## src/rtl/lts_pkg.sv

```systemverilog
package lts_pkg;

  typedef enum logic [3:0] {
    ST_DETECT   = 4'd0,
    ST_POLLING  = 4'd1,
    ST_CONFIG   = 4'd2,
    ST_RECOVERY = 4'd3,
    ST_L0       = 4'd4,
    ST_L0S      = 4'd5,
    ST_L1       = 4'd6,
    ST_L2       = 4'd7,
    ST_HOTRST   = 4'd8,
    ST_LOOPBACK = 4'd9,
    ST_DISABLED = 4'd10
  } lts_state_e;

  typedef enum logic [1:0] {
    OS_TS1   = 2'd0,
    OS_TS2   = 2'd1,
    OS_EIOS  = 2'd2,
    OS_OTHER = 2'd3
  } os_kind_e;

  function automatic logic state_is_up(input lts_state_e s);
    case (s)
      ST_L0, ST_L0S, ST_L1, ST_RECOVERY: state_is_up = 1'b1;
      default:                           state_is_up = 1'b0;
    endcase
  endfunction

endpackage

```

## src/rtl/lts_ts1_run.sv

```systemverilog
module lts_ts1_run #(
  parameter int NEED = 2
) (
  input  logic clk,
  input  logic rst,
  input  logic clr,
  input  logic os_vld,
  input  logic os_is_ts1,
  input  logic os_bit,
  output logic hit
);
  localparam int CW  = (NEED < 2) ? 1 : $clog2(NEED + 1);
  localparam int TOP = (NEED < 2) ? 0 : NEED - 1;

  logic [CW-1:0] cnt_q;
  logic          qual;

  assign qual = os_vld && os_is_ts1 && os_bit;
  assign hit  = qual && (cnt_q == CW'(TOP));

  always_ff @(posedge clk) begin
    if (rst || clr) begin
      cnt_q <= '0;
    end else if (os_vld) begin
      if (!qual)                   cnt_q <= '0;
      else if (cnt_q != CW'(TOP))  cnt_q <= cnt_q + 1'b1;
    end
  end

  AST_RUN_SAT: assert property (@(posedge clk) disable iff (rst) cnt_q <= CW'(TOP));
  AST_RUN_BREAK: assert property (@(posedge clk) disable iff (rst)
    (os_vld && !qual) |=> (cnt_q == '0));
  AST_RUN_IDLE_HOLD: assert property (@(posedge clk) disable iff (rst)
    (!os_vld && !clr) |=> $stable(cnt_q));

endmodule

```

## src/rtl/lts_dwell.sv

```systemverilog
module lts_dwell #(
  parameter int CYCLES = 64
) (
  input  logic clk,
  input  logic rst,
  input  logic run,
  output logic done
);
  localparam int CW = $clog2(CYCLES + 1);

  logic [CW-1:0] cnt_q;

  assign done = run && (cnt_q == CW'(CYCLES - 1));

  always_ff @(posedge clk) begin
    if (rst || !run || done) cnt_q <= '0;
    else                     cnt_q <= cnt_q + 1'b1;
  end

  AST_DWELL_RANGE: assert property (@(posedge clk) disable iff (rst) cnt_q < CW'(CYCLES));

endmodule

```

## src/rtl/lts_next.sv

```systemverilog
module lts_next
  import lts_pkg::*;
(
  input  lts_state_e cur,
  input  logic       det_done,
  input  logic       poll_done,
  input  logic       poll_tmo,
  input  logic       cfg_done,
  input  logic       cfg_tmo,
  input  logic       rec_done,
  input  logic       rec_tmo,
  input  logic       eios_seen,
  input  logic       hit_lpbk,
  input  logic       hit_hrst,
  input  logic       fts_lock,
  input  logic       retrain,
  input  logic       pm_l1_req,
  input  logic       pm_l2_req,
  input  logic       wake,
  input  logic       link_dis,
  input  logic       dwell_done,
  output lts_state_e nxt
);
  logic ph_done, ph_tmo;

  always_comb begin
    ph_done = (cur == ST_CONFIG) ? cfg_done : rec_done;
    ph_tmo  = (cur == ST_CONFIG) ? cfg_tmo  : rec_tmo;
    nxt     = cur;
    case (cur)
      ST_DETECT:   if (det_done) nxt = ST_POLLING;
      ST_POLLING: begin
        if (poll_done)     nxt = ST_CONFIG;
        else if (poll_tmo) nxt = ST_DETECT;
      end
      ST_CONFIG, ST_RECOVERY: begin
        if (link_dis)      nxt = ST_DISABLED;
        else if (hit_hrst) nxt = ST_HOTRST;
        else if (hit_lpbk) nxt = ST_LOOPBACK;
        else if (ph_done)  nxt = ST_L0;
        else if (ph_tmo)   nxt = ST_DETECT;
      end
      ST_L0: begin
        if (link_dis)       nxt = ST_DISABLED;
        else if (retrain)   nxt = ST_RECOVERY;
        else if (eios_seen) nxt = ST_L0S;
        else if (pm_l1_req) nxt = ST_L1;
      end
      ST_L0S:      if (fts_lock) nxt = ST_L0;
      ST_L1: begin
        if (pm_l2_req) nxt = ST_L2;
        else if (wake) nxt = ST_RECOVERY;
      end
      ST_L2:       if (wake) nxt = ST_DETECT;
      ST_HOTRST:   if (dwell_done) nxt = ST_DETECT;
      ST_LOOPBACK: if (eios_seen) nxt = ST_DETECT;
      ST_DISABLED: if (!link_dis) nxt = ST_DETECT;
      default:     nxt = ST_DETECT;
    endcase
  end

endmodule

```

## src/rtl/link_train_seq.sv

```systemverilog
module link_train_seq
  import lts_pkg::*;
#(
  parameter int PAIR_NEED   = 2,
  parameter int HRST_CYCLES = 64
) (
  input  logic       clk,
  input  logic       rst,
  input  logic       det_done,
  input  logic       poll_done,
  input  logic       poll_tmo,
  input  logic       cfg_done,
  input  logic       cfg_tmo,
  input  logic       rec_done,
  input  logic       rec_tmo,
  input  logic       os_vld,
  input  logic [1:0] os_type,
  input  logic       os_lpbk,
  input  logic       os_hrst,
  input  logic       fts_lock,
  input  logic       retrain,
  input  logic       pm_l1_req,
  input  logic       pm_l2_req,
  input  logic       wake,
  input  logic       link_dis,
  output logic [3:0] st_code,
  output logic       link_up
);
  localparam int NRUN = 2;

  lts_state_e state_q, state_d;
  logic       link_up_q;
  logic       is_ts1, eios_seen, chg, dwell_done;
  logic [NRUN-1:0] run_bit, run_hit;

  assign is_ts1    = (os_type == OS_TS1);
  assign eios_seen = os_vld && (os_type == OS_EIOS);
  assign chg       = (state_d != state_q);
  assign run_bit   = {os_hrst, os_lpbk};

  for (genvar g = 0; g < NRUN; g++) begin : g_run
    lts_ts1_run #(.NEED(PAIR_NEED)) u_run (
      .clk(clk), .rst(rst), .clr(chg), .os_vld(os_vld),
      .os_is_ts1(is_ts1), .os_bit(run_bit[g]), .hit(run_hit[g])
    );
  end

  lts_dwell #(.CYCLES(HRST_CYCLES)) u_dwell (
    .clk(clk), .rst(rst), .run(state_q == ST_HOTRST), .done(dwell_done)
  );

  lts_next u_next (
    .cur(state_q), .det_done(det_done), .poll_done(poll_done), .poll_tmo(poll_tmo),
    .cfg_done(cfg_done), .cfg_tmo(cfg_tmo), .rec_done(rec_done), .rec_tmo(rec_tmo),
    .eios_seen(eios_seen), .hit_lpbk(run_hit[0]), .hit_hrst(run_hit[1]),
    .fts_lock(fts_lock), .retrain(retrain), .pm_l1_req(pm_l1_req),
    .pm_l2_req(pm_l2_req), .wake(wake), .link_dis(link_dis),
    .dwell_done(dwell_done), .nxt(state_d)
  );

  always_ff @(posedge clk) begin
    if (rst) begin
      state_q   <= ST_DETECT;
      link_up_q <= 1'b0;
    end else begin
      state_q   <= state_d;
      link_up_q <= state_is_up(state_d);
    end
  end

  assign st_code = state_q;
  assign link_up = link_up_q;

  AST_CODE_LEGAL: assert property (@(posedge clk) disable iff (rst) state_q <= ST_DISABLED);
  AST_LINKUP_TRACK: assert property (@(posedge clk) disable iff (rst)
    link_up_q == state_is_up(state_q));
  AST_L1_ENTRY: assert property (@(posedge clk) disable iff (rst)
    (state_q == ST_L1 && $past(state_q) != ST_L1) |-> ($past(pm_l1_req) && $past(state_q) == ST_L0));
  AST_L0S_ENTRY: assert property (@(posedge clk) disable iff (rst)
    (state_q == ST_L0S && $past(state_q) != ST_L0S) |-> ($past(eios_seen) && $past(state_q) == ST_L0));
  AST_LPBK_ENTRY: assert property (@(posedge clk) disable iff (rst)
    (state_q == ST_LOOPBACK && $past(state_q) != ST_LOOPBACK) |-> $past(os_vld && is_ts1 && os_lpbk));
  AST_HRST_ENTRY: assert property (@(posedge clk) disable iff (rst)
    (state_q == ST_HOTRST && $past(state_q) != ST_HOTRST) |-> $past(os_vld && is_ts1 && os_hrst));
  AST_HRST_EXIT: assert property (@(posedge clk) disable iff (rst)
    (state_q != ST_HOTRST && $past(state_q) == ST_HOTRST) |-> $past(dwell_done));

endmodule

```

## config.mk

```make
export PLATFORM = sky130hd
export DESIGN_NAME = link_train_seq
export DESIGN_NICKNAME = d
export VERILOG_FILES = /design/src/rtl/lts_pkg.sv /design/src/rtl/lts_ts1_run.sv /design/src/rtl/lts_dwell.sv /design/src/rtl/lts_next.sv /design/src/rtl/link_train_seq.sv
export SDC_FILE = /design/constraint.sdc
export NUM_CORES = 1
export LEC_CHECK = 0
export BUFFER_PORTS_ARGS = -buffer_cell sky130_fd_sc_hd__buf_2
export CORE_UTILIZATION = 56
export DETAILED_ROUTE_END_ITERATION = 8
export MAX_ROUTING_LAYER = met4
export PLACE_DENSITY = 0.88
export SYNTH_ARGS = -nofsm -noshare
export SYNTH_HDL_FRONTEND = slang
export SYNTH_HIERARCHICAL = 1
export SYNTH_SLANG_ARGS = --single-unit
```

## constraint.sdc

```tcl
create_clock -name clk -period 5.2 [get_ports clk]
set_input_delay 0.26 -clock clk [delete_from_list [all_inputs] [get_ports clk]]
set_output_delay 0.26 -clock clk [all_outputs]
set_load 0.01 [all_outputs]
```

== After elaboration in Yosys (flattened, before gate mapping) ==
Cells that the tools add are included.

* $add $sub $neg: 3
* Equality and inequality tests: 23
* Reductions and logical operators: 17
* Muxes and demuxes: 27

{| class="wikitable"
|+ Operators by type and width
! operator !! number
|-
| $mux 4 || 19
|-
| $pmux 4 s10 || 1
|-
| $eq 4x3->1 const B || 7
|-
| $eq 4x2->1 const B || 3
|-
| $eq 4x4->1 const B || 3
|-
| $mux 2 || 4
|-
| $add 7x1->7 const B || 1
|-
| $eq 7x6->1 const B || 1
|-
| $logic_and 1x1->1 || 7
|-
| $add 2x1->2 const B || 2
|-
| $eq 2x1->1 const B || 2
|-
| $eq 4x1->1 const B || 1
|-
| $logic_not 4->1 || 1
|-
| $ne 2x1->1 const B || 2
|-
| $ne 2x2->1 const B || 2
|-
| $ne 4x4->1 || 1
|-
| $reduce_and 2->1 || 2
|-
| $reduce_or 4->1 || 1
|-
| $logic_or 1x1->1 || 3
|-
| $mux 1 || 3
|-
| $eq 2x2->1 const B || 1
|-
| $logic_not 2->1 || 1
|-
| $reduce_or 2->1 || 1
|-
| $logic_not 1->1 || 1
|}

* Logic and storage cells: 75
* Register bits after elaboration: 16
* Output and inout port bits: 5

== Longest topological paths before layout ==
Gate-level depths: netlist (run 1).

* Word-level depth: 11
* Depth in mapped cells: 12

== Modules after synthesis ==
The synthesis (run 1) kept the hierarchy.

{| class="wikitable"
|+ By module, submodules not included
! module !! area each (µm²) !! instances !! cells an instance !! sequential area each (µm²)
|-
| lts_next || 329.1 || 1 || 54 || 0.0
|-
| lts_dwell || 287.8 || 1 || 30 || 140.1
|-
| lts_ts1_run || 118.9 || 2 || 15 || 40.0
|-
| link_train_seq || 216.5 || 1 || 21 || 100.1
|}

== Least setup slack after synthesis (run 1) ==
No wires, ideal clock.

* Path type: register -> register
* Start: register u_dwell.cnt_q[0]
* End: register g_run[0].u_run.cnt_q[0]
* Stages on the path, launching flop included: 13
* Setup slack: 3.181 ns
* Buffers on the path: 0
* Required time: 5.142 ns
* Period minus slack after synthesis: 2.019 ns
* Data arrival time: 1.961 ns
* Library setup time: 0.058 ns
* Cells stage by stage: dfxtp_1 ha_1 and3_4 nand3_1 nor3b_1 mux2_2 o22ai_1 nand3b_1 o21ai_0 xnor2_1 nand4_1 nor2_1 o211a_1

* Word-level cells in the longest chain between the ends: 6

{| class="wikitable"
|+ RTL lines
! element !! line !! RTL
|-
| start, declared || lts_dwell.sv:11 || <nowiki>logic [CW-1:0] cnt_q;</nowiki>
|-
| start signal, assigned || lts_dwell.sv:17 || <nowiki>else cnt_q <= cnt_q + 1'b1;</nowiki>
|-
| $eq 7x6->1 || lts_dwell.sv:13 || <nowiki>assign done = run && (cnt_q == CW'(CYCLES - 1));</nowiki>
|-
| $logic_and 1x1->1 || lts_dwell.sv:13 ||
|-
| named net dwell_done || link_train_seq.sv:33 || <nowiki>logic is_ts1, eios_seen, chg, dwell_done;</nowiki>
|-
| $mux 4 || lts_next.sv:55 || <nowiki>ST_HOTRST: if (dwell_done) nxt = ST_DETECT;</nowiki>
|-
| $pmux 4 s10 || lts_next.sv:30 || <nowiki>case (cur)</nowiki>
|-
| named net state_d[3] || link_train_seq.sv:31 || <nowiki>lts_state_e state_q, state_d;</nowiki>
|-
| $ne 4x4->1 || link_train_seq.sv:38 || <nowiki>assign chg = (state_d != state_q);</nowiki>
|-
| named net chg || link_train_seq.sv:33 ||
|-
| $logic_or 1x1->1 || lts_ts1_run.sv:22 || <nowiki>if (rst || clr) begin</nowiki>
|-
| end signal, assigned || lts_ts1_run.sv:26 || <nowiki>else if (cnt_q != CW'(TOP)) cnt_q <= cnt_q + 1'b1;</nowiki>
|-
| end, declared || lts_ts1_run.sv:15 || <nowiki>logic [CW-1:0] cnt_q;</nowiki>
|}

The timed path passes the listed nets, and every way through them passes these cells.
A chain may end at the register's enable or synchronous reset.

== Worst setup path after layout (run 1) ==
* Start: register state_q[0], in the netlist st_code[0]
* End: register g_run[1].u_run.cnt_q[0]

* Elaborated cells between the ends (all ways): 37
* Classes of those cells: 11 x eq/ne; 22 x mux; 4 x reduce/logical

{| class="wikitable"
|+ RTL lines
! element !! line !! RTL
|-
| start, declared || link_train_seq.sv:31 ||
|-
| start signal, assigned || link_train_seq.sv:66 || <nowiki>state_q <= state_d;</nowiki>
|-
| $eq 4x4->1 || link_train_seq.sv:49 || <nowiki>.clk(clk), .rst(rst), .run(state_q == ST_HOTRST), .done(dwell_done)</nowiki>
|-
| $logic_and 1x1->1 || lts_dwell.sv:13 ||
|-
| named net dwell_done || link_train_seq.sv:33 ||
|-
| $mux 4 || lts_next.sv:55 ||
|-
| $pmux 4 s10 || lts_next.sv:30 ||
|-
| named net state_d[3] || link_train_seq.sv:31 ||
|-
| $ne 4x4->1 || link_train_seq.sv:38 ||
|-
| named net chg || link_train_seq.sv:33 ||
|-
| $logic_or 1x1->1 || lts_ts1_run.sv:22 ||
|-
| end signal, assigned || lts_ts1_run.sv:26 ||
|-
| end, declared || lts_ts1_run.sv:15 ||
|}

The timed path passes the listed nets, and every way through them passes these cells.

==> results of run 1 <==
## layout make-up
cell class / instances / share of cell area (%)
inverters: 9 / 2.758
multi-input cells: 105 / 55.77
well taps: 25 / 2.554
flip-flops and latches: 16 / 26.15
clock buffers: 4 / 2.962
repair buffers: 24 / 9.806
## sequential cells by signal, summed over array words and instances, names as in the netlist
signal	flops
st_code	4
link_up	1
u_dwell/cnt_q	7
g_run.u_run/cnt_q	4
## worst max-delay path, stage by stage, from the launching register on
cell      delay, ns
dfxtp_1        0.51
nor4b_1        0.44
nor3b_1        0.22
mux2_2         0.17
o22ai_1        0.07
nand3b_1       0.10
o21ai_0        0.19
xnor2_1        0.22
nand4_1        0.14
nor2_1         0.17
o211a_1        0.15
## per-layer routing
metal  up-vias  global-route usage, %
li1        528                      -
met1       455                  28.50
met2        21                  41.14
met3         2                  2.778
met4         0                  12.94
met5         -                      -
## path summary, 6_finish.rpt
path / start / to / slack (ns) / cells after the start
setup / recovery: st_code[0]$_SDFF_PP0_ / g_run[1].u_run/cnt_q[0]$_SDFFE_PP0P_ / 2.76 / 10
hold / removal: rst / st_code[2]$_SDFF_PP0_ / 0.25 / 2
setup reg to reg: st_code[0]$_SDFF_PP0_ / g_run[1].u_run/cnt_q[0]$_SDFFE_PP0P_ / 2.76 / 10
hold reg to reg: u_dwell/cnt_q[6]$_SDFF_PP0_ / u_dwell/cnt_q[6]$_SDFF_PP0_ / 0.48 / 2
## where the power goes
| part | switching [mW] | internal [mW] | leakage (nW) |
|---|---|---|---|
| Clock | 0.0353 | 0.0426 | 0.0210 |
| Sequential | 0.0110 | 0.126 | 0.129 |
| Combinational | 0.0322 | 0.0286 | 0.336 |
| Total | 0.0784 | 0.197 | 0.487 |
## layout by cell type (no fill, tap or decap), types with 4 or more instances in the layout
master	n
buf_2	24
nand3_1	8
inv_1	9
nor3_1	4
a21oi_1	5
xnor2_1	6
nand2_1	5
nor2b_1	5
o21ai_0	9
dfxtp_1	16
nor2_1	19
## through the flow
step | worst slack, ns | hold slack (ns)
floorplan | 3.181 | 0.3246
global placement | 2.833 | 0.4486
detailed placement | 2.791 | 0.4604
CTS | 2.737 | 0.2406
global route | 2.515 | 0.2500
finish | 2.757 | 0.2535
## kinds of logic (layout without fill, tap and decap cells)
logic type	count (synthesis)	in the layout	share of synthesized area [%]
muxes	2	2	1.986
AOI/OAI and AO/OA	32	32	21.03
DFF	16	16	29.91
xor gates and xnor gates	7	7	5.724
buffers and inverters	14	37	6.308
adders and majority gates	3	3	3.505
and+or+nand+nor	61	61	31.54
==> flow_results.org, run 1 <==
** Timing
- Achievable Freq :: around 0.41 GHz
- Final setup fails :: 0
- Slew Limit Fails :: 0
- Setup total negative slack on the finished layout was measured at 0 ns.
- Final period utilization :: between 40% and 50%
- Headroom to the max-slew limit came out at between 50% and 60%.
- The smallest clock period supported by the final layout is computed as between 2 and 2.5 ns.
- The final hold violation count came to 0.
- Setup repair after global routing missed its margin :: no
- Slew at the pin closest to its max-slew limit :: 0.6254 ns
- The clock arrives with ~0.0019 ns of skew.

** Worst setup path
- Critical path endpoint category :: register
- Worst-path maximum fanout :: 19
- The worst setup path is of the reg2reg kind.
- Element type at the critical path start :: register
- STA puts the critical path data arrival time at 2.67 ns.
- Required time of the critical path :: ~5.4 ns

** Global route
- Global Route Usage Sum :: approximately a quarter
- Initial antenna violation count :: 0
- Wire length of the first global-routing pass :: about 3600 µm
- Maximum number of pins on one net before global-route repair :: 20
- After global routing the overflow that remains totals 0.
- Number of global-route vias before repair :: 907

** Power and ir drop
- In this run the power density over the cells is about 230 nW/µm².
- Total power of the final layout :: between 0.2 and 0.3 mW
- Peak supply drop :: 175.1 µV
- Leakage Power :: 0.4867 nW

** Final layout
- Final-layout fill cell count :: roughly 170
- The repair_antennas step left the layout with diodes totalling 0.
- Count of placed standard cells in the final layout, fillers left out :: approximately 180
- With fillers left out, the area of the finished cells amounts to approximately 1200 µm².
- For this run, the post-layout net count is 182.
- In the final layout, the share of cells above drive strength 1 is between 20% and 30%.
- Area occupied by registers :: about 320 µm²
- From synthesis to final layout, the design area changed by 14.37%.
- Cells fill a little over two thirds of the core in the end.
- Area of the multi-input gates :: between 600 and 700 µm²

** Floorplanning
- Die Footprint :: 2091 µm²
- The initialized floorplan defines 15 standard-cell rows.
- Placeable core region :: 1764 µm²
- The initial utilization of the core area, before any placement, comes to 60.71%.
- I/O pin count :: 25
- Die Span Y :: approximately 46 µm
- Die width :: around 46 µm

** Drt
- Uppermost routed layer :: met4
- The first detailed-routing pass ran for 4 iterations.
- DRC marker count from the first detailed-route iteration :: 17
- The final route contains between 1000 and 1500 vias.
- Detailed routing placed a total of 59 µm of wire on met3.
- Residual antenna-violating net count after detailed routing :: 0
- Post-DR wirelength/cell :: between 10 and 15 µm
- Via-to-Cell Ratio :: around 5.5
- Routed Wire Length :: approximately 2200 µm
- Met1 wire length :: 1015 µm
- Number of remaining DRC errors :: 0
- After detailed routing, the met2 layer carries between 1000 and 1500 µm of wire.

** Synthesis
- After synthesis, the cell types taking the most area are dfxtp_1 30%, nor2_1 6.7%, xnor2_1 4.9%.
- Of all flip-flops after synthesis, the portion carrying an async set or reset was 0%.
- Number of synthesized flops with an enable pin :: 0
- During synthesis, Yosys emitted a total of 6 warnings.
- Top cell types by occurrence after synthesis :: 19 x nor2_1, 16 x dfxtp_1, 9 x inv_1, 9 x o21ai_0, 8 x nand3_1
- Total of flip-flops plus latches after synthesis :: 16
- Synth Net Count :: 158
- The mapped netlist covers between 1000 and 1500 µm².
- The average instance in the mapped netlist occupies a little under 8 µm².
- Top_reg_cell synth :: dfxtp_1
- Yosys mapped the design onto 44 distinct sky130hd cell types.
- The biggest area contributor in the post-synthesis netlist is dfxtp_1.
- After synthesis, the largest area contributor takes up between 20 and 30% of total cell area.
- Cell with the most instances after synthesis :: nor2_1
- Sequential cells were found to cover around 30% of the synthesized design area.
- The cell count after synthesis came out at approximately 140.

** Place
- Area after detailed placement :: 1189 µm²
- PortBufs :: 24
- At the end of routability-driven placement, the weighted congestion stood at between 0.9 and 1.
- After legalization and detailed placement, the total HPWL measured approximately 1800 µm.
- Cell total after placement :: roughly 180

** Min path
- The tightest min-delay check is of the in2reg type.

** Clock network
- Buffers added to address setup during post-CTS repair amount to 0.
- Largest buffer count on any clock path :: 2
- After clock tree synthesis, the clock-pin slew on the worst setup and hold paths is around 0.090 ns.
- Number of resized instances in the post-cts repair step :: 0
- Number of hold buffers added after CTS :: 0
- Total clock buffers created by CTS :: 3
- Clk root buf :: clkbuf_4
- Later-pin clock latency in the skew report :: between 0.2 and 0.3 ns
- H-tree Lvls :: 1
- Clk sink count :: 16
- CTS tree :: built

** Job
- Max Cap Violations :: 0

** Outcome
- The run finished with clean final reports.
Power figures use the tool's default switching activity.
==> run 2: changes to the inputs <==
CORE_UTILIZATION = 52   (was 56)
PLACE_DENSITY = 0.83   (was 0.88)
clock period = 2.33 ns   (was 5.2 ns; I/O delays follow)
==> flow_results.org, run 2 (synthesis gave the netlist of run 1 again) <==
** Final layout
- Fraction of layout cells with a size suffix above 1 :: about a quarter
- Largest register by flop count :: u_dwell/cnt_q
- The register with the most flip-flops in the layout has 7 of them.
- Post-route cell area :: ~1300 µm²
- Most common cell after layout, fill and taps aside :: buf_2
- Excluding fillers, the count of instances in the completed layout stands at around 190.
- Leaving out fill and tap cells, the most frequent cells in the layout are 24 x buf_2, 19 x nor2_1, 16 x dfxtp_1.
- After the last flow step, the layout net total stands at about 190.
- Antenna diode count :: 0
- P&R area growth vs syn :: 17.17%

** Place
- PortBufs :: 24
- The number of placed instances, taps included, is ~190.
- Area after detailed placement :: 1229 µm²
- Half-perimeter wire length of the detailed placement result :: between 1500 and 2000 µm
- Weighted congestion at the end of routability-driven global placement :: approximately 0.9

** Drt
- Before antenna repair, the detailed router went through 4 iterations.
- Total vias in the final route :: between 1000 and 1500
- DRC marker count from the first detailed-route iteration :: 28
- Using the TritonRoute via totals, the vias-per-cell ratio works out to approximately 5.4.
- Number of remaining DRC errors :: 0
- Routed Wire Length :: ~2400 µm
- Once detail routing completed, the nets flagged for antenna violations numbered 0.
- Post-DR wirelength/cell :: about 12 µm

** Floorplanning
- The die covers about 2200 µm².
- Initial standard-cell utilization of the core :: 55.15%
- Row generation in the floorplan step produced 16 rows.
- Die width :: around 47 µm
- I/O pin count :: 25
- Placeable core region :: 1942 µm²
- The floorplan step set the die height to ~47 µm.

** Worst setup path
- In this run the worst path has a maximum fanout of 4.
- End of the worst register-to-register path :: g_run[1].u_run/cnt_q[0]$_SDFFE_PP0P_
- The worst register-to-register path has a setup slack of 0.16 ns.
- Element type at the critical path start :: register
- The setup path with the least slack is of type reg2reg.
- The startpoint identified for the worst register-to-register timing path is u_dwell/cnt_q[0]$_SDFF_PP0_.
- Data arrival time of the worst path :: around 2.4 ns
- At the worst endpoint, the required time is about 2.6 ns.
- The number of cells on the worst reg-to-reg path is 12.
- STA classifies the critical path endpoint as a register.

** Power and ir drop
- Power per Cell Area :: roughly 470 nW/µm²
- Share of total power in combinational logic :: 28.1%
- Switching share of power :: between 20 and 30%
- Summed over all nets, the switching power comes to roughly 0.18 mW.
- Total power of the final layout :: ~0.59 mW
- In this run, flip-flops and latches consume between 40% and 50% of the power.
- The worst-case IR drop observed on VDD is around 360 µV.
- Internal power comes to roughly 0.42 mW.
- The analysis attributes to cell leakage a power of 0.5080 nW.
- Power share of the clock group :: 23.3%

** Timing
- Of the available clock period, the critical path in the final layout requires ~93%.
- Setup repair after global routing could not meet its margin everywhere.
- Hold timing on the final database bottoms out at a slack of between 0.1 and 0.15 ns.
- Slew at the pin closest to its max-slew limit :: a little under 0.4 ns
- Final worst clock skew :: roughly 0.0016 ns
- Counting I/O delays and the setup requirement, the final critical path takes 2.173 ns.
- Post-Route Setup TNS :: 0 ns
- The count of final max-slew check failures came to 0.
- Achievable Freq :: about 0.46 GHz
- Worst slew margin :: between 70% and 80%
- The final hold violation count is 0.
- Final setup fails :: 0

** Clock network
- Clock-pin slew on the worst setup and hold paths :: 0.09 ns
- In this run the number of H-tree levels came out at 1.
- Clk root buf :: clkbuf_4
- Clk sink count :: 16
- Counting along the longest clock path gives a buffer depth of 2.
- TritonCTS created 3 clock buffers.
- Later-pin clock latency in the skew report :: about 0.27 ns
- CTS tree :: built

** Global route
- Overflow after GRT :: 0
- Global routing used 21.37% of the available tracks across all layers.
- The initial antenna violation count was 0.
- Number of global-route vias before repair :: slightly below 800
- The first global-routing pass estimated between 3000 and 4000 µm of wire.
- Entering global routing, the biggest net connects 19 pins.

** Min path
- The tightest min-delay check is of the in2reg type.
- The startpoint identified for the worst hold timing path is rst.
- Counting instances, the worst hold path has a depth of 2.
- For hold timing, the worst endpoint is st_code[0]$_SDFF_PP0_.

** Outcome
- Result of the run :: finished clean

** Job
- The tool flagged a number of max-cap violations equal to 0.
-- run 2: metal layers --
| layer | routed length [µm] | GRT usage (%) | up-vias | share of wire (%) |
|---|---|---|---|---|
| met5 | 0 | - | - | 0 |
| met4 | 25 | 10.29 | 0 | 1.1 |
| met3 | 98 | 3.462 | 2 | 4.2 |
| li1 | - | - | 535 | - |
| met2 | 1165 | 35.07 | 29 | 49 |
| met1 | 1067 | 25.12 | 463 | 45 |
-- run 2: stage by stage --
stage	worst slack, ns	utilization [%]
2_1_floorplan	0.3111	-
6_report	0.1573	64.63
5_1_grt	-0.004652	64.63
3_5_place_dp	0.08163	63.27
3_3_place_gp	0.1984	63.27
4_1_cts	0.05355	64.43
-- run 2: critical path: stages, from the launching register on --
cell and delay, ns:
dfxtp_1 0.39, ha_1 0.20, and3_4 0.20, nand3_1 0.09, nor3b_1 0.19, mux2_2 0.17
o22ai_1 0.07, nand3b_1 0.11, o21ai_2 0.09, xnor2_1 0.14, nand4_1 0.13, nor2_1 0.18
o211a_1 0.16
-- run 2: area by class of cell --
cell class | instances | area, µm²
Multi-Input combinational cell | 105 | 686.9
Fill cell | 171 | 686.9
Sequential cell | 16 | 320.3
Timing Repair Buffer | 29 | 157.7
Inverter | 9 | 33.78
Tap cell | 27 | 33.78
Clock buffer | 3 | 22.52
-- run 2: worst max-delay path by stage --
stage | cells past startpoint | start | slack [ns] | end
finish | 12 | u_dwell/cnt_q[0]$_SDFF_PP0_ | 0.16 | g_run[1].u_run/cnt_q[0]$_SDFFE_PP0P_
global route | 12 | u_dwell/cnt_q[0]$_SDFF_PP0_ | -0.005 | g_run[1].u_run/cnt_q[0]$_SDFFE_PP0P_
CTS | 12 | u_dwell/cnt_q[0]$_SDFF_PP0_ | 0.05 | g_run[1].u_run/cnt_q[0]$_SDFFE_PP0P_
detailed placement | 12 | u_dwell/cnt_q[0]$_SDFF_PP0_ | 0.08 | g_run[1].u_run/cnt_q[0]$_SDFFE_PP0P_
global placement | 12 | u_dwell/cnt_q[0]$_SDFF_PP0_ | 0.20 | g_run[0].u_run/cnt_q[0]$_SDFFE_PP0P_
floorplan | 12 | u_dwell/cnt_q[0]$_SDFF_PP0_ | 0.31 | g_run[0].u_run/cnt_q[0]$_SDFFE_PP0P_
-- run 2: power groups by stage --
stage | clock (mW) | sequential (mW) | combinational [mW]
2_1_floorplan | 0 | 0.299 | 0.104
3_3_place_gp | 0 | 0.294 | 0.158
3_5_place_dp | 0 | 0.295 | 0.163
4_1_cts | 0.144 | 0.288 | 0.164
5_1_grt | 0.158 | 0.290 | 0.181
6_report | 0.138 | 0.288 | 0.167
-- run 2: timing repair --
item | in CTS | in global routing
endpoints found under the setup margin | 0 | 4
hold buffers | 0 | 0
gates resized for setup | 0 | 2
buffers inserted | 0 | 0
==> run 3: changes to the inputs <==
CORE_UTILIZATION = 56   (was 52)
PLACE_DENSITY = 0.88   (was 0.83)
clock period = 2.58 ns   (was 2.33 ns; I/O delays follow)
==> flow_results.org, run 3 (synthesis gave the netlist of run 1 again) <==
** Floorplanning
- The floorplan has 15 rows.
- Initial standard-cell utilization of the core :: a little over 60%
- The die is approximately 46 µm wide.
- Die Span Y :: roughly 46 µm
- I/O pin count :: 25
- The floorplan step defined a core boundary enclosing between 1500 and 2000 µm².
- The floorplan step defined a die boundary enclosing approximately 2100 µm².

** Place
- Cell total after placement :: ~180
- Once detailed placement completed, the half-perimeter wirelength came to 1811 µm.
- PortBufs :: 24
- Weighted congestion at the end of routability-driven global placement :: between 0.8 and 0.9

** Drt
- Total vias in the final route :: 1046
- After the first detailed-routing iteration, the DRC count stood at 15.
- Routed Wire Length :: roughly 2300 µm
- After detailed routing, the number of remaining DRC violations is 0.
- Via-to-Cell Ratio :: 5.624
- Initial DRT Pass Iterations :: 4
- Residual antenna-violating net count after detailed routing :: 0
- In the final routed layout, each cell accounts on average for ~13 µm.

** Worst setup path
- By startpoint and endpoint, the worst setup path is classified as reg2reg.
- Along the worst path, the maximum fanout reaches 4.
- Flop2flop setup slack :: approximately 0.31 ns
- End of the worst register-to-register path :: g_run[1].u_run/cnt_q[0]$_SDFFE_PP0P_
- The startpoint identified for the worst register-to-register timing path is u_dwell/cnt_q[0]$_SDFF_PP0_.
- STA classifies the critical path endpoint as a register.
- At the worst endpoint, the arrival time is 2.50 ns.
- Measured in cells, the most critical reg-to-reg path has a length of 12.
- Tracing the worst setup path back leads to its startpoint at u_dwell/cnt_q[0]$_SDFF_PP0_.
- Required time of the critical path :: between 2 and 3 ns
- The worst setup path is launched from a register.

** Outcome
- The run finished with clean final reports.

** Global route
- Global routing consumed, on the met3 layer, 4.762% of the routing resources.
- Number of global-route vias before repair :: approximately 920
- Wire length of the first global-routing pass :: 3698 µm
- Global Route Usage Sum :: about a quarter
- Most used routing layer :: met2
- The initial antenna violation count came to 0.
- Maximum number of pins on one net before global-route repair :: 16
- In the global route stage, met2 resource usage came out at about two fifths.
- The total overflow left after global routing is 0.
- M1 GR Usage :: 31.54%

** Timing
- Post-Route Setup TNS :: 0 ns
- The clock period could shrink to around 2.3 ns.
- Final setup fails :: 0
- Based on the critical path, the design can be clocked at up to between 0.4 and 0.5 GHz.
- Hold is met by 0.1026 ns.
- Setup repair after global routing left no endpoint under its margin.
- Count of final hold-check violations :: 0
- Slew Limit Fails :: 0
- The worst path uses about 88% of the clock period.
- Worst slew margin :: about two thirds
- Slew at the pin closest to its max-slew limit :: about 0.48 ns
- Final worst clock skew :: between 0.005 and 0.006 ns

** Min path
- The worst hold path begins at rst.
- Worst min-delay path class :: in2reg
- Sink of the worst hold path :: link_up$_SDFF_PP0_
- Worst Hold Path Cells :: 2

** Final layout
- Leading cell types in the layout, fill and taps excluded :: 24 x buf_2, 19 x nor2_1, 16 x dfxtp_1
- Of the cells placed in the final design, the portion with a size suffix greater than 1 is between 20% and 30%.
- Count of placed standard cells in the final layout, fillers left out :: roughly 190
- Most common cell after layout, fill and taps aside :: buf_2
- The register with the most flip-flops in the layout has 7 of them.
- Post-layout nets :: 186
- P&R area growth vs syn :: 15.89%
- Largest register by flop count :: u_dwell/cnt_q
- The repair_antennas step left the layout with diodes totalling 0.

** Job
- The tool flagged a number of max-cap violations equal to 0.

** Power and ir drop
- VDD sags by at most approximately 370 µV.
- Leakage Power :: between 0.5 and 0.6 nW
- Power per Cell Area :: about 430 nW/µm²

** Clock network
- Buffers added to address setup during post-CTS repair amount to 0.
- The clock passes through at most 2 buffers.
- CTS built an H-tree with a depth of 1.
- Later-pin clock latency in the skew report :: ~0.28 ns
- After clock tree synthesis, the clock-pin slew on the worst setup and hold paths is around 0.080 ns.
- Total clock buffers created by CTS :: 3
- CTS tree :: built
- Clk sink count :: 16
- Number of hold buffers added after CTS :: 0
- Post-CTS repair changed the size of 0 cells.
- Clk root buf :: clkbuf_4
## run 3: layout make-up
| class | count | area [µm²] |
|---|---|---|
| sequential | 16 | 320.3 |
| tap | 25 | 31.28 |
| timing repair buffer | 28 | 150.1 |
| inverter | 9 | 33.78 |
| multi-input combinational | 105 | 683.2 |
| fill | 157 | 523.0 |
| clock buffer | 3 | 22.52 |
## run 3: worst max-delay path, stage by stage, from the launching register on
cell	delay, ns
dfxtp_1	0.38
ha_1	0.19
and3_4	0.20
nand3_1	0.09
nor3b_1	0.20
mux2_2	0.17
o22ai_1	0.07
nand3b_1	0.08
o21ai_0	0.17
xnor2_1	0.19
nand4_1	0.14
nor2_1	0.18
o211a_1	0.16
## run 3: power by group
part | switching (mW) | leakage, nW | total (mW) | internal (mW)
clock | 0.0689 | 0.0138 | 0.123 | 0.0541
combinational | 0.0796 | 0.358 | 0.143 | 0.0637
sequential | 0.00885 | 0.129 | 0.263 | 0.254
total | 0.157 | 0.501 | 0.530 | 0.372
## run 3: how the worst max path moves through the flow
stage,endpoint,slack [ns],depth (start not counted)
after detailed placement,g_run[1].u_run/cnt_q[0]$_SDFFE_PP0P_,0.35,12
final,g_run[1].u_run/cnt_q[0]$_SDFFE_PP0P_,0.31,12
after global placement,g_run[1].u_run/cnt_q[0]$_SDFFE_PP0P_,0.44,12
after CTS,g_run[1].u_run/cnt_q[0]$_SDFFE_PP0P_,0.31,12
after floorplan,g_run[0].u_run/cnt_q[0]$_SDFFE_PP0P_,0.56,12
after global routing,g_run[1].u_run/cnt_q[0]$_SDFFE_PP0P_,0.10,12
## run 3: routing by layer
metal,share of wire (%),wire length (µm),vias up
met5,0,0,-
met1,46,1068,477
li1,-,-,535
met2,49,1143,29
met3,4.1,96,5
met4,1.5,36,0
## run 3: through the flow
stage	total power, mW	utilization [%]	setup slack (ns)	area [µm²]
2_1_floorplan	0.3636	-	0.5611	1071
3_3_place_gp	0.4054	69.08	0.4428	1219
3_5_place_dp	0.4105	69.08	0.3490	1219
4_1_cts	0.5342	70.35	0.3082	1241
5_1_grt	0.5589	70.35	0.1050	1241
6_report	0.5296	70.35	0.3141	1241
